### src/rtl/lcd_scan_pkg.sv
// Shared constants and helpers for the LCD scan timing generator.
// Assumes the panel has at most 65 scanned rows (64 matrix commons plus one
// indicator common).
package lcd_scan_pkg;

    localparam int LINES_FULL = 65;               // rows in the full display area
    localparam int COM_PINS   = 64;               // matrix common pins
    localparam int LINE_W     = $clog2(LINES_FULL + 1);

    typedef enum logic [1:0] {
        DUTY_33 = 2'b00,
        DUTY_49 = 2'b01,
        DUTY_55 = 2'b10,
        DUTY_65 = 2'b11
    } duty_e;

    // Rows scanned per frame for a duty code.
    function automatic logic [LINE_W-1:0] rows_of(input logic [1:0] code);
        case (duty_e'(code))
            DUTY_33: rows_of = LINE_W'(33);
            DUTY_49: rows_of = LINE_W'(49);
            DUTY_55: rows_of = LINE_W'(55);
            default: rows_of = LINE_W'(65);
        endcase
    endfunction

endpackage

### src/rtl/lcd_in_sync.sv
// Multi-stage synchronizer for external timing inputs.
// Assumes the inputs are levels that stay put for longer than STAGES clocks.
module lcd_in_sync #(
    parameter int WIDTH  = 3,
    parameter int STAGES = 2
) (
    input  logic             clk,
    input  logic             rst_n,
    input  logic [WIDTH-1:0] din,
    output logic [WIDTH-1:0] dout
);

    logic [STAGES-1:0][WIDTH-1:0] chain_q;

    // Shift the sampled inputs down the register chain.
    always_ff @(posedge clk) begin
        if (!rst_n) begin
            chain_q <= '0;
        end else begin
            chain_q[0] <= din;
            for (int i = 1; i < STAGES; i++) begin
                chain_q[i] <= chain_q[i-1];
            end
        end
    end

    assign dout = chain_q[STAGES-1];

endmodule

### src/rtl/lcd_line_clk.sv
// Line clock source. In internal mode it divides the block clock by a
// duty-dependent ratio. In external mode it detects rising edges of the
// synchronized external line clock. It emits one line_tick per line.
// Assumes div >= 2 and that div changes only while the block is in reset.
module lcd_line_clk #(
    parameter int DIV_W = 4
) (
    input  logic             clk,
    input  logic             rst_n,
    input  logic             use_int,
    input  logic [DIV_W-1:0] div,
    input  logic             cl_ext_s,
    output logic             line_tick,
    output logic             cl_out
);

    logic [DIV_W-1:0] dcnt_q;
    logic             prev_q;
    logic             at_end;

    assign at_end = (dcnt_q >= div - DIV_W'(1));

    // Divider counter: runs only while the internal source is selected.
    always_ff @(posedge clk) begin
        if (!rst_n || !use_int) begin
            dcnt_q <= '0;
        end else if (at_end) begin
            dcnt_q <= '0;
        end else begin
            dcnt_q <= dcnt_q + DIV_W'(1);
        end
    end

    // Previous synchronized external level, used for edge detection.
    always_ff @(posedge clk) begin
        if (!rst_n) begin
            prev_q <= 1'b0;
        end else begin
            prev_q <= cl_ext_s;
        end
    end

    // Select tick and visible line clock for the active source.
    always_comb begin
        if (use_int) begin
            line_tick = at_end;
            cl_out    = (dcnt_q < (div >> 1));
        end else begin
            line_tick = cl_ext_s & ~prev_q;
            cl_out    = cl_ext_s;
        end
    end

endmodule

### src/rtl/lcd_frame_ctr.sv
// Row counter with frame alternation and a start-line register that loads
// only at the frame boundary. Assumes rows >= 2.
module lcd_frame_ctr #(
    parameter int LINE_W  = 7,
    parameter int START_W = 6
) (
    input  logic               clk,
    input  logic               rst_n,
    input  logic               tick,
    input  logic [LINE_W-1:0]  rows,
    input  logic [START_W-1:0] start_in,
    output logic [LINE_W-1:0]  row_q,
    output logic               fr_q,
    output logic [START_W-1:0] start_q
);

    logic wrap;

    assign wrap = (row_q >= rows - LINE_W'(1));

    // Advance the row per line; on wrap flip alternation and take the new start.
    always_ff @(posedge clk) begin
        if (!rst_n) begin
            row_q   <= '0;
            fr_q    <= 1'b0;
            start_q <= '0;
        end else if (tick) begin
            if (wrap) begin
                row_q   <= '0;
                fr_q    <= ~fr_q;
                start_q <= start_in;
            end else begin
                row_q   <= row_q + LINE_W'(1);
            end
        end
    end

endmodule

### src/rtl/lcd_com_map.sv
// Maps the scanned row to a display-memory line (start offset, modulo LINES)
// and to a common electrode number. Reduced duties split the rows across the
// two ends of the pin range. The last row reports the indicator code COM_PINS.
// Assumes rows <= LINES and rows - 1 <= COM_PINS.
module lcd_com_map #(
    parameter int LINE_W   = 7,
    parameter int START_W  = 6,
    parameter int LINES    = 65,
    parameter int COM_PINS = 64
) (
    input  logic [LINE_W-1:0]  row,
    input  logic [LINE_W-1:0]  rows,
    input  logic [START_W-1:0] start,
    input  logic               rev,
    output logic [LINE_W-1:0]  ram_line,
    output logic [LINE_W-1:0]  com_num
);

    localparam int SUM_W = LINE_W + 1;

    logic [SUM_W-1:0]  sum;
    logic [LINE_W-1:0] half;
    logic [LINE_W-1:0] gap;
    logic [LINE_W-1:0] pin;

    // Offset the row by the start line and fold into the display area.
    always_comb begin
        sum = SUM_W'(start) + SUM_W'(row);
        if (sum >= SUM_W'(LINES)) begin
            ram_line = LINE_W'(sum - SUM_W'(LINES));
        end else begin
            ram_line = LINE_W'(sum);
        end
    end

    // Place the row on a pin, mirror it when reversed, flag the indicator row.
    always_comb begin
        half = (rows - LINE_W'(1)) >> 1;
        gap  = LINE_W'(COM_PINS) - (half << 1);
        pin  = (row < half) ? row : row + gap;
        if (row == rows - LINE_W'(1)) begin
            com_num = LINE_W'(COM_PINS);
        end else if (rev) begin
            com_num = LINE_W'(COM_PINS - 1) - pin;
        end else begin
            com_num = pin;
        end
    end

endmodule

### src/rtl/lcd_scan_timer.sv
// Top of the LCD scan timing generator. Chooses the line-clock source
// (internal divider in master mode with osc_en, external pin otherwise),
// counts rows per frame by duty, and maps rows to memory lines and commons.
// Assumes duty_sel, master and osc_en change only while rst_n is low.
module lcd_scan_timer
    import lcd_scan_pkg::*;
#(
    parameter int DIV_FULL    = 6,
    parameter int DIV_MID     = 8,
    parameter int DIV_LOW     = 12,
    parameter int SYNC_STAGES = 2,
    parameter int START_W     = 6
) (
    input  logic               clk,
    input  logic               rst_n,
    input  logic               master,
    input  logic               osc_en,
    input  logic [1:0]         duty_sel,
    input  logic [START_W-1:0] start_line,
    input  logic               com_rev,
    input  logic               disp_off,
    input  logic               ext_cl,
    input  logic               ext_fr,
    input  logic               ext_doff,
    output logic               cl_out,
    output logic               fr_out,
    output logic               doff_out,
    output logic [LINE_W-1:0]  line_idx,
    output logic [LINE_W-1:0]  ram_line,
    output logic [LINE_W-1:0]  com_num
);

    localparam int DIV_A   = (DIV_LOW > DIV_MID) ? DIV_LOW : DIV_MID;
    localparam int DIV_MAX = (DIV_A > DIV_FULL) ? DIV_A : DIV_FULL;
    localparam int DIV_W   = $clog2(DIV_MAX + 1);

    logic [DIV_W-1:0]   div_now;
    logic [LINE_W-1:0]  rows_now;
    logic               use_int;
    logic [2:0]         sync_bus;
    logic               line_tick;
    logic               fr_int;
    logic [START_W-1:0] start_act;

    assign use_int  = master & osc_en;
    assign rows_now = rows_of(duty_sel);

    // Divider ratio for the selected duty.
    always_comb begin
        case (duty_e'(duty_sel))
            DUTY_33: div_now = DIV_W'(DIV_LOW);
            DUTY_65: div_now = DIV_W'(DIV_FULL);
            default: div_now = DIV_W'(DIV_MID);
        endcase
    end

    lcd_in_sync #(.WIDTH(3), .STAGES(SYNC_STAGES)) u_sync (
        .clk  (clk),
        .rst_n(rst_n),
        .din  ({ext_cl, ext_fr, ext_doff}),
        .dout (sync_bus)
    );

    lcd_line_clk #(.DIV_W(DIV_W)) u_clk (
        .clk      (clk),
        .rst_n    (rst_n),
        .use_int  (use_int),
        .div      (div_now),
        .cl_ext_s (sync_bus[2]),
        .line_tick(line_tick),
        .cl_out   (cl_out)
    );

    lcd_frame_ctr #(.LINE_W(LINE_W), .START_W(START_W)) u_frame (
        .clk     (clk),
        .rst_n   (rst_n),
        .tick    (line_tick),
        .rows    (rows_now),
        .start_in(start_line),
        .row_q   (line_idx),
        .fr_q    (fr_int),
        .start_q (start_act)
    );

    lcd_com_map #(
        .LINE_W  (LINE_W),
        .START_W (START_W),
        .LINES   (LINES_FULL),
        .COM_PINS(COM_PINS)
    ) u_map (
        .row     (line_idx),
        .rows    (rows_now),
        .start   (start_act),
        .rev     (com_rev),
        .ram_line(ram_line),
        .com_num (com_num)
    );

    // Alternation and display-off come from this block or the other device.
    always_comb begin
        if (master) begin
            fr_out   = fr_int;
            doff_out = disp_off;
        end else begin
            fr_out   = sync_bus[1];
            doff_out = sync_bus[0];
        end
    end

endmodule

### config.mk
export PLATFORM = sky130hd
export DESIGN_NAME = lcd_scan_timer
export DESIGN_NICKNAME = d
export VERILOG_FILES = /design/src/rtl/lcd_scan_pkg.sv /design/src/rtl/lcd_in_sync.sv /design/src/rtl/lcd_line_clk.sv /design/src/rtl/lcd_frame_ctr.sv /design/src/rtl/lcd_com_map.sv /design/src/rtl/lcd_scan_timer.sv
export SDC_FILE = /design/constraint.sdc
export NUM_CORES = 1
export LEC_CHECK = 0
export BUFFER_PORTS_ARGS = -buffer_cell sky130_fd_sc_hd__buf_2
export CAP_MARGIN = 0
export CORE_ASPECT_RATIO = 1.1
export CORE_MARGIN = 3
export CORE_UTILIZATION = 34
export DETAILED_ROUTE_END_ITERATION = 8
export SYNTH_ARGS = -nofsm -noshare
export SYNTH_HDL_FRONTEND = slang
export SYNTH_HIERARCHICAL = 1
export SYNTH_SLANG_ARGS = --single-unit
### constraint.sdc
create_clock -name clk -period 4.53 [get_ports clk]
set_input_delay 0.6795 -clock clk [delete_from_list [all_inputs] [get_ports clk]]
set_output_delay 0.6795 -clock clk [all_outputs]
set_load 0.01 [all_outputs]
# Word-level counts from Yosys, hierarchy flattened
# Cells that the tools add are included.
# totals
register_bits,25
in_bits,17
output_inout_bits,24
# classes
add_sub_neg,9
order_cmp,5
n_eq_ne,4
mux,11
n_bitwise,4
reduce_logical,6
# ops
operator,count
2-to-1 mux 7 bit,5
case mux 7 bit (3 select lines),1
adder 6 x 7 -> 8 bit,1
>= comparator 8 x 7 -> 1 bit (second input constant),1
case mux 4 bit (2 select lines),1
adder 7 x 1 -> 7 bit (second input constant),1
adder 7 bit,1
equality test 7 bit,1
>= comparator 7 bit,1
less-than comparator 7 x 6 -> 1 bit,1
subtractor 6 x 7 -> 7 bit (first input constant),1
subtractor 7 x 1 -> 7 bit (second input constant),1
subtractor 7 bit (first input constant),1
subtractor 7 bit (second input constant),1
adder 4 x 1 -> 4 bit (second input constant),1
equality test 2 bit (second input constant),2
>= comparator 4 bit,1
less-than comparator 4 x 3 -> 1 bit,1
2-to-1 mux 1 bit,4
subtractor 4 x 1 -> 4 bit (second input constant),1
AND 1 bit,2
equality test 2 x 1 -> 1 bit (second input constant),1
logical NOT 1 bit,2
logical NOT 2 bit,1
other kinds (4),5

# Logic depth before layout (Yosys ltp)
# Gate-level depths: netlist of the first run.
# depth
ltp_word,9
mapped_depth,14
ltp_nobuf,14

# Modules after synthesis
# Netlist of the first run, hierarchy kept.
# modules_own_cells
mod,n_inst,cells_each,area_per_inst_um2
lcd_com_map,1,191,1373.8
lcd_frame_ctr,1,97,872.1
lcd_line_clk,1,43,414.1
lcd_in_sync,1,15,180.2
lcd_scan_timer,1,11,86.3

# Worst setup path before layout of the first run
# OpenSTA, ideal clock, no wires.
# synth_path
kind,input port to output port
startpoint,input duty_sel[0]
endpoint,output com_num[6]
t_arrival_ps,3196
required_ps,3851
slack_ps,654
stages,12
n_path_buf,0
path_cell_list,inv_1 > ha_1 > inv_1 > ha_1 > ha_1 > ha_1 > a21o_1 > a21oi_1 > o21bai_1 > a21oi_1 > xor3_1 > o21ai_0
# synth_between
elab_chain_cells,9
elab_cells_between_ends,13
# synth_rtl
element,line_no,source
start: declaration,lcd_scan_timer.sv:18,"input logic [1:0] duty_sel,"
equality test 2 bit (tied with other cells),lcd_scan_pkg.sv:19,case (duty_e'(code))
case mux 7 bit (3 select lines) (*),lcd_scan_pkg.sv:19,
named net rows_now[1],lcd_scan_timer.sv:38,logic [LINE_W-1:0] rows_now;
subtractor 7 x 1 -> 7 bit (*),"lcd_com_map.sv:38, lcd_com_map.sv:41",
subtractor 7 bit,lcd_com_map.sv:39,gap = LINE_W'(COM_PINS) - (half << 1);
adder 7 bit,lcd_com_map.sv:40,pin = (row < half) ? row : row + gap;
2-to-1 mux 7 bit,lcd_com_map.sv:40,
subtractor 6 x 7 -> 7 bit,lcd_com_map.sv:44,com_num = LINE_W'(COM_PINS - 1) - pin;
2-to-1 mux 7 bit,lcd_com_map.sv:43,end else if (rev) begin
2-to-1 mux 7 bit (*),lcd_com_map.sv:41,if (row == rows - LINE_W'(1)) begin
end: declaration,lcd_scan_timer.sv:30,output logic [LINE_W-1:0] com_num
# Mark *: on every way through the listed nets, which the timed path passes. The rest lies on a longest branch.

# Worst setup path after layout of the first run
# Ends and elaborated chain as after synthesis.

==> flow_metrics.tcl, run 1 <==
set metrics [dict create \
    critPathLaunchType "input pin" \
    rsz0062_at_grt "false" \
    drc 0 \
    cp_common_cell "ha_1" \
    hold_end "u_sync/dout[2]" \
    fin_cells 518 \
    die_h_um 103 \
    path_buf_inv 3 \
    synth_top_area_share_pct 17.1 \
    place_congestion 0.864 \
    finClkSkew_ns 0.0104 \
    htreeDepth 1 \
    crit_slowest_cell "xor3_1" \
    arrival_ns 3.19 \
    post-cts-setup-buffer-count 0 \
    grt_pass1_vias 2329 \
    multiInputGateArea_um2 2330 \
    netlist_area_um2 2930 \
    r2r_end "u_frame/fr_q" \
    synth_simple_gate_area_share_pct 28.0 \
    hold_start "u_sync/chain_q[2]" \
    syn_area_per_cell_um2 8.20 \
    synthTopCellsByArea "dfxtp_1 (17%), ha_1 (16%), xnor2_1 (5.1%)" \
    dr_total_vias 2562 \
    worstHoldPathCells 1 \
    wire_per_inst_um 12.0 \
    ctsHoldBuffers 0 \
    slew_violations 0 \
    synth_top_family_by_area "simple AND/OR/NAND/NOR gates" \
    timing.rr.start "u_clk/dcnt_q[0]" \
    drv_cap 0 \
    post-synth-top-count-cell "ha_1" \
    synthMuxAreaShare_pct 3.89 \
    synth-xor-area-share_pct 10.5 \
    fmax_mhz 259 \
    vias_per_cell 4.95 \
    power_density_nw_per_um2 167 \
    hpwl_um 5020 \
    hold_path_class "reg2reg" \
    end_kind "primary output" \
    power_mw 0.557 \
    ff_latch_area_um2 500 \
    cts_resized 0 \
    cts_tree "yes" \
    area_growth_syn_to_layout_pct 14.2 \
    drive_above_1_share_pct 19.3 \
    syn_inst 357 \
    nets 467 \
    final.period_utilization_pct 85.4 \
    rrSetupSlack_ns 2.14 \
    dieArea_um2 9760 \
    grt_max_degree 30 \
    synth_common_cells "ha_1 (37), nand2_1 (33), nor2_1 (29)" \
    place_inst 514 \
    hold_viol_final 0 \
    wl_um 6240 \
    grt_antenna_before_repair 0 \
    grt_overflow 0 \
    status "finished, final reports clean" \
    path_class "in2out" \
    period_needed_ns 3.87 \
    critPathTopFamily "adder cells" \
    synthAdderAreaFrac_pct 17.2 \
    cts_buffers 3 \
    fillCellCount 846 \
    clkLatencyLatePin_ns 0.27 \
    cts_sinks 25 \
    row_count 34 \
    tns_ns 0 \
    cts-root-buf "clkbuf_8" \
    io_pins 41 \
    clk_pin_slew_ns 0.09 \
    yosys_register_bits 25 \
    slew_headroom_pct 51.1 \
    initial_core_util_pct 36.0 \
    worstPathRequired_ns 3.85 \
    async_reset_ff_share_pct 0 \
    cts_buffer_depth 2 \
    ys_seq_area_share_pct 17.1 \
    synth_edf_count 0 \
    p_leak_nw 1.60 \
    yosysWarnings 6 \
    drt_iter0_drc 107 \
    firstDrtPassIters 4 \
    synth_compound_area_share_pct 17.6 \
    diodes 0 \
    yosysTopAreaCell "dfxtp_1" \
    grt_pass1_wl_um 10600 \
    worst_r2r_path_depth 7 \
    ir_drop_v 0.000139 \
    crit_path_max_fanout 3 \
    synth.distinct_cells 67 \
    path_cells "buf_2 > inv_1 > ha_1 > xnor2_1 > ha_1 > ha_1 > a21o_1 > a21oi_1 > o21bai_1 > a21oi_1 > xor3_1 > o21ai_0 > buf_2" \
    numPortBuffers 40 \
    synthFlopType "dfxtp_1" \
    setup_viol 0 \
    core_area_um2 8130 \
    ant_nets 0 \
    dieWidth_um 94.5 \
    post-route-util_pct 41.1 \
    cp_slowest_stage_delay_ns 0.32 \
    grt_use_total_pct 13.0 \
    tightest_slew_ns 0.730 \
]
routing by layer:
layer  vias to the layer above  global-route usage (%)  part of all wire [%]
met1                      1183                    18.1                    50
met3                         2                    1.59                   3.4
li1                       1344                       -                     -
met5                         -                       0                     0
met2                        33                    22.4                    47
met4                         0                    1.66                  0.21
kinds of logic after synthesis:
| group | count (synthesis) |
|---|---|
| simple gates | 147 |
| compound gates | 65 |
| other cells | 2 |
| mux | 11 |
| fa+ha+maj | 39 |
| flops | 25 |
| buf+inv | 38 |
| xor+xnor | 30 |
stage by stage:
stage | instance area, um^2 | setup slack (ns) | hold WS (ns)
5_1_grt | 3340 | 0.336 | 0.462
6_report | 3340 | 0.663 | 0.444
3_3_place_gp | 3290 | 0.686 | 0.414
4_1_cts | 3340 | 0.626 | 0.446
3_5_place_dp | 3290 | 0.641 | 0.424
2_1_floorplan | 2990 | 0.654 | 0.412
final cells by class:
| cell class | instances | area share (%) |
|---|---|---|
| Timing Repair Buffer | 44 | 6.89 |
| Sequential cell | 25 | 15.0 |
| Tap cell | 108 | 4.04 |
| Multi-Input combinational cell | 311 | 69.7 |
| Inverter | 26 | 2.92 |
| Clock inverter | 1 | 0.262 |
| Clock buffer | 3 | 1.24 |
worst register-to-register path, stage by stage, from the launching register on:
cell and delay, ns:
dfxtp_1 0.41, inv_1 0.07, ha_1 0.27, nor2_1 0.06, a21oi_4 0.24, o22a_1 0.36
nor2b_2 0.68, mux2i_1 0.25
flip-flops by register name (all words and copies together), names as in the netlist:
name,cells
u_frame/fr_q,1
u_clk/prev_q,1
u_frame/row_q,7
u_sync/chain_q,3
u_sync/dout,3
u_clk/dcnt_q,4
u_frame/start_q,6
how the worst max path moves through the flow:
| stage | from | endpoint | slack [ns] | depth (start not counted) |
|---|---|---|---|---|
| after detailed placement | duty_sel[0] | com_num[6] | 0.64 | 13 |
| after floorplan | duty_sel[0] | com_num[6] | 0.65 | 12 |
| after global placement | duty_sel[0] | com_num[6] | 0.69 | 14 |
| after CTS | duty_sel[0] | com_num[6] | 0.63 | 13 |
| after global routing | u_frame/row_q[1] | ram_line[2] | 0.34 | 8 |
| final | duty_sel[0] | com_num[6] | 0.66 | 13 |
where the power goes:
part / total [mW] / leakage [nW] / switching (mW) / internal (mW)
sequential: 0.229 / 0.203 / 0.00411 / 0.224
combinational: 0.188 / 1.38 / 0.102 / 0.0855
clock: 0.140 / 0.0261 / 0.0759 / 0.0645
layout by cell type (no fill, tap or decap), types with 3 or more instances in the layout:
cell type	Yosys	final
o221ai_1	4	4
or2_2	6	6
nor2_1	29	29
clkbuf_8	0	3
and2_1	13	13
nand2b_1	8	8
xor2_1	10	10
o21ai_0	11	11
a21oi_1	9	9
nor2b_1	12	12
mux2_2	3	3
o2111ai_1	6	6
mux2i_1	8	8
nor3_1	12	12
nand2_1	33	33
a211oi_1	4	4
nor3b_2	5	5
xnor2_1	17	17
buf_4	3	4
nand3_1	6	6
o211ai_1	3	3
inv_1	26	26
a21o_1	3	3
dfxtp_1	25	25
conb_1	2	19
a21boi_0	4	4
buf_2	0	40
ha_1	37	37
Note: power is estimated with default switching activity, not from simulation.
==> run 2, diff against run 1 <==
- SYNTH_HIERARCHICAL: 1 -> unset
==> flow_metrics.tcl, run 2 <==
set metrics [dict create \
    status "finished, final reports clean" \
    hold_path_class "reg2reg" \
    vias_per_cell 4.67 \
    pwr-share-clk_pct 30.4 \
    cts-root-buf "clkbuf_8" \
    async_reset_ff_share_pct 0 \
    die_h_um 89.2 \
    arrival_ns 3.30 \
    row_count 29 \
    synth_common_cells "ha_1 (33), dfxtp_1 (25), inv_1 (24)" \
    cts_resized 0 \
    place_inst 354 \
    fin_cells 358 \
    cts_tree "yes" \
    core_area_um2 5910 \
    area_growth_syn_to_layout_pct 16.0 \
    drc 0 \
    intPower_mw 0.328 \
    synth_edf_count 0 \
    switching_share_pct 26.9 \
    synthFlopType "dfxtp_1" \
    fmax_mhz 251 \
    layout_common_cells "buf_2 (40), ha_1 (33), dfxtp_1 (25)" \
    ant_nets 0 \
    drt_iter0_drc 41 \
    cp_slowest_stage_delay_ns 0.52 \
    io_pins 41 \
    detailedPlace.worstSlack_ns 0.836 \
    finClkSkew_ns 0.00605 \
    grt_overflow 0 \
    ys_seq_area_share_pct 23.4 \
    post-cts-setup-buffer-count 0 \
    netlist_area_um2 2140 \
    tightest_slew_ns 0.661 \
    ir_drop_v 0.000188 \
    rsz0062_at_grt "false" \
    path_class "reg2out" \
    p_comb_share_pct 18.9 \
    dieWidth_um 81.6 \
    synth.distinct_cells 44 \
    cts_buffers 3 \
    htreeDepth 1 \
    wire_per_inst_um 11.7 \
    grt_max_degree 17 \
    path_cells "ha_1 > fa_1 > a211oi_1 > o21ai_0 > and3_4 > or4_4 > o211ai_4 > nand3_2 > xnor2_1 > buf_2" \
    period_needed_ns 3.98 \
    grt_use_total_pct 12.6 \
    yosysWarnings 0 \
    clkLatencyLatePin_ns 0.27 \
    crit_path_max_fanout 9 \
    drive_above_1_share_pct 19.9 \
    dieArea_um2 7280 \
    power_density_nw_per_um2 181 \
    critPathLaunchType "flop" \
    wl_um 4170 \
    end_kind "primary output" \
    cts_buffer_depth 2 \
    slew_headroom_pct 55.6 \
    holdWs_ns 0.440 \
    cts_sinks 25 \
    crit_slowest_cell "or4_4" \
    initial_core_util_pct 36.2 \
    numPortBuffers 40 \
    syn_inst 239 \
    hold_viol_final 0 \
    post-synth-top-count-cell "ha_1" \
    synth_top_area_share_pct 23.4 \
    p_leak_nw 1.20 \
    firstDrtPassIters 4 \
    yosys_register_bits 25 \
    grt_pass1_vias 1624 \
    drv_cap 0 \
    top_register "u_frame.row_q" \
    p_sw_mw 0.121 \
    slew_violations 0 \
    nets 336 \
    clk_pin_slew_ns 0.09 \
    worstPathRequired_ns 3.85 \
    grt_antenna_before_repair 0 \
    hpwl_um 3520 \
    seqPwrFrac_pct 50.7 \
    syn_nets 293 \
    syn_area_per_cell_um2 8.95 \
    power_mw 0.448 \
    final_common_cell "buf_2" \
    ctsHoldBuffers 0 \
    setup_viol 0 \
    reg_top3 "u_frame.row_q: 7 flops, u_frame.start_q: 6 flops, u_clk.dcnt_q: 4 flops" \
    grt_pass1_wl_um 7410 \
    largest_register_ffs 7 \
    setup_ws_ns 0.553 \
    final.period_utilization_pct 87.8 \
    dr_total_vias 1673 \
    place_congestion 0.835 \
    tns_ns 0 \
    diodes 0 \
    synthTopCellsByArea "dfxtp_1 (23%), ha_1 (19%), xnor2_1 (7.8%)" \
    yosysTopAreaCell "dfxtp_1" \
]
-- run 2: cell count changes in the layout (fill, tap and decap cells not counted), moves of 5 or more --
| cell | before | now |
|---|---|---|
| nand2_1 | 33 | 9 |
| conb_1 | 19 | 0 |
| nor3_1 | 12 | 3 |
| nand2b_1 | 8 | 1 |
| nor2_1 | 29 | 22 |
| o21ai_0 | 11 | 4 |
| o2111ai_1 | 6 | 0 |
| or2_2 | 6 | 0 |
| nor3b_2 | 5 | 0 |
-- run 2: worst max-delay path: cells and delay by family (launching register included) --
kind            cells  cell delay [ns]
xor+xnor            1             0.16
compound gates      3             0.76
simple gates        3             0.81
flops               1             0.45
fa+ha+maj           2             0.70
buf+inv             1             0.15
-- run 2: kinds of logic after synthesis --
group | Yosys count | share of synthesized area [%]
buffers and inverters | 27 | 4.80
DFF | 25 | 23.4
muxes | 14 | 6.67
xor gates and xnor gates | 27 | 11.1
AOI/OAI and AO/OA | 34 | 11.4
and+or+nand+nor | 75 | 19.6
adders and majority gates | 37 | 23.1
-- run 2: layer usage --
layer | vias up | share of wire, % | global-route usage, %
li1 | 898 | - | -
met1 | 748 | 47 | 16.1
met2 | 25 | 49 | 22.6
met3 | 2 | 4.3 | 3.13
met4 | 0 | 0.14 | 0.453
met5 | - | 0 | 0
-- run 2: power by group through the flow --
stage,combinational (mW),sequential [mW],clock (mW)
2_1_floorplan,0.0583,0.232,0
6_report,0.0846,0.227,0.136
4_1_cts,0.0863,0.227,0.143
5_1_grt,0.0977,0.228,0.154
3_5_place_dp,0.0860,0.233,0
3_3_place_gp,0.0849,0.232,0
-- run 2: cell type report --
type                            count  area (um^2)
Sequential cell                    25          500
Inverter                           24         90.1
Multi-Input combinational cell    187         1540
Clock inverter                      1         8.76
Timing Repair Buffer               41          208
Tap cell                           77         96.3
Clock buffer                        3         41.3
Fill cell                         626         3430
-- run 2: final timing paths --
path	depth (start not counted)	startpoint	end	slack, ns
hold reg to reg	1	u_sync.chain_q[0]	u_sync.dout[0]	0.44
setup / recovery	10	u_frame.row_q[0]	ram_line[5]	0.55
hold / removal	1	u_sync.chain_q[0]	u_sync.dout[0]	0.44
setup reg to reg	8	u_clk.dcnt_q[1]	u_frame.row_q[4]	1.99
-- run 2: per-stage QoR --
stage | area, um^2 | util [%]
finish | 2480 | 41.9
global route | 2480 | 41.9
CTS | 2480 | 41.9
detailed placement | 2430 | 41.1
global placement | 2430 | 41.1
floorplan | 2140 | -
==> run 3, diff against run 2 <==
- CAP_MARGIN: 0 -> 20
- CORE_ASPECT_RATIO: 1.1 -> unset
==> flow_metrics.tcl, run 3 (synthesis gave the netlist of run 2 again) <==
set metrics [dict create \
    worstHoldPathCells 1 \
    end_kind "primary output" \
    hold_path_class "reg2reg" \
    top_register "u_frame.row_q" \
    power_density_nw_per_um2 179 \
    dieArea_um2 7280 \
    final.period_utilization_pct 87.0 \
    rsz0062_at_grt "false" \
    hold_end "u_sync.dout[0]" \
    grt_overflow 0 \
    period_needed_ns 3.94 \
    grt_antenna_before_repair 0 \
    wl_um 4310 \
    crit_path_max_fanout 9 \
    nets 336 \
    hpwl_um 3590 \
    cts_buffer_depth 2 \
    cts_resized 0 \
    path_class "reg2out" \
    ctsHoldBuffers 0 \
    rrSetupSlack_ns 1.98 \
    tightest_slew_ns 0.605 \
    status "finished, final reports clean" \
    drive_above_1_share_pct 19.9 \
    power_mw 0.442 \
    cts_buffers 3 \
    post-cts-setup-buffer-count 0 \
    finClkSkew_ns 0.00492 \
    grt_use_total_pct 12.2 \
    final_common_cell "buf_2" \
    hold_start "u_sync.chain_q[0]" \
    dieWidth_um 85.3 \
    clkLatencyLatePin_ns 0.27 \
    clk_pin_slew_ns 0.09 \
    grt_pass1_wl_um 7450 \
    critPathLaunchType "flop" \
    initial_core_util_pct 35.7 \
    worstPathRequired_ns 3.85 \
    setup_viol 0 \
    worst_r2r_path_depth 8 \
    diodes 0 \
    hold_viol_final 0 \
    ir_drop_v 0.000171 \
    r2r_end "u_frame.row_q[0]" \
    area_growth_syn_to_layout_pct 15.7 \
    p_leak_nw 1.20 \
    timing.rr.start "u_frame.row_q[1]" \
    drv_cap 0 \
    slew_headroom_pct 59.4 \
    multiInputGateArea_um2 1540 \
    grt_pass1_vias 1704 \
    drc 0 \
    ant_nets 0 \
    cts_tree "yes" \
    dr_total_vias 1703 \
    tns_ns 0 \
    wire_per_inst_um 12.1 \
    htreeDepth 1 \
    die_h_um 85.3 \
    largest_register_ffs 7 \
    firstDrtPassIters 4 \
    io_pins 41 \
    core_area_um2 5990 \
    grt_max_degree 17 \
    fillCellCount 620 \
    cts-root-buf "clkbuf_8" \
    holdWs_ns 0.441 \
    ff_latch_area_um2 500 \
    reg_top3 "u_frame.row_q: 7 flops, u_frame.start_q: 6 flops, u_clk.dcnt_q: 4 flops" \
    arrival_ns 3.26 \
    vias_per_cell 4.78 \
    place_congestion 0.804 \
    drt_iter0_drc 38 \
    numPortBuffers 40 \
    row_count 28 \
    layout_common_cells "buf_2 (40), ha_1 (33), dfxtp_1 (25)" \
    slew_violations 0 \
    cts_sinks 25 \
    fmax_mhz 254 \
]
run 3: cell types whose count changed in the layout (fill, tap and decap cells not counted):
| cell | previous run | this run |
|---|---|---|
| clkinv_2 | 0 | 1 |
| inv_6 | 1 | 0 |
run 3: power by group:
group	switching [mW]	total, mW	internal (mW)	leakage, nW
combinational	0.0456	0.0854	0.0398	0.970
clock	0.0680	0.129	0.0615	0.0255
sequential	0.00355	0.227	0.224	0.203
run 3: worst max-delay path by stage:
stage	startpoint	endpoint	depth (start not counted)
final	u_frame.row_q[0]	ram_line[2]	10
after detailed placement	u_frame.row_q[0]	ram_line[3]	10
after global routing	u_frame.row_q[0]	ram_line[2]	10
after global placement	u_frame.row_q[0]	ram_line[5]	10
after CTS	u_frame.row_q[0]	ram_line[3]	10
after floorplan	u_frame.row_q[0]	ram_line[3]	9
run 3: per-layer routing:
metal,global-route usage [%],share of wire [%],vias to the layer above
li1,-,-,902
met1,15.2,48,770
met2,22.4,48,25
met3,2.33,2.9,6
met4,1.44,1.0,0
met5,0,0,-
run 3: cell type report:
cell class                 count  area share, %
clock inverter                 1          0.202
sequential                    25           20.2
inverter                      24           3.64
timing repair buffer          41           8.40
multi-input combinational    187           62.1
clock buffer                   3           1.67
tap                           75           3.79
run 3: critical path: stages, from the launching register on:
cell	delay (ns)
dfxtp_1	0.44
ha_1	0.30
fa_1	0.42
a211oi_1	0.40
o21ai_0	0.18
and3_4	0.19
or4_4	0.52
o211ai_4	0.15
nand2_1	0.12
xnor2_1	0.13
buf_2	0.15
run 3: per-stage QoR:
stage	util (%)	worst slack, ns	cells	area [um^2]
after global routing	41.3	0.333	356	2470
after floorplan	-	1.11	239	2140
after detailed placement	40.5	0.851	352	2430
after CTS	41.3	0.540	356	2470
final	41.3	0.590	356	2470
after global placement	40.5	0.891	352	2430
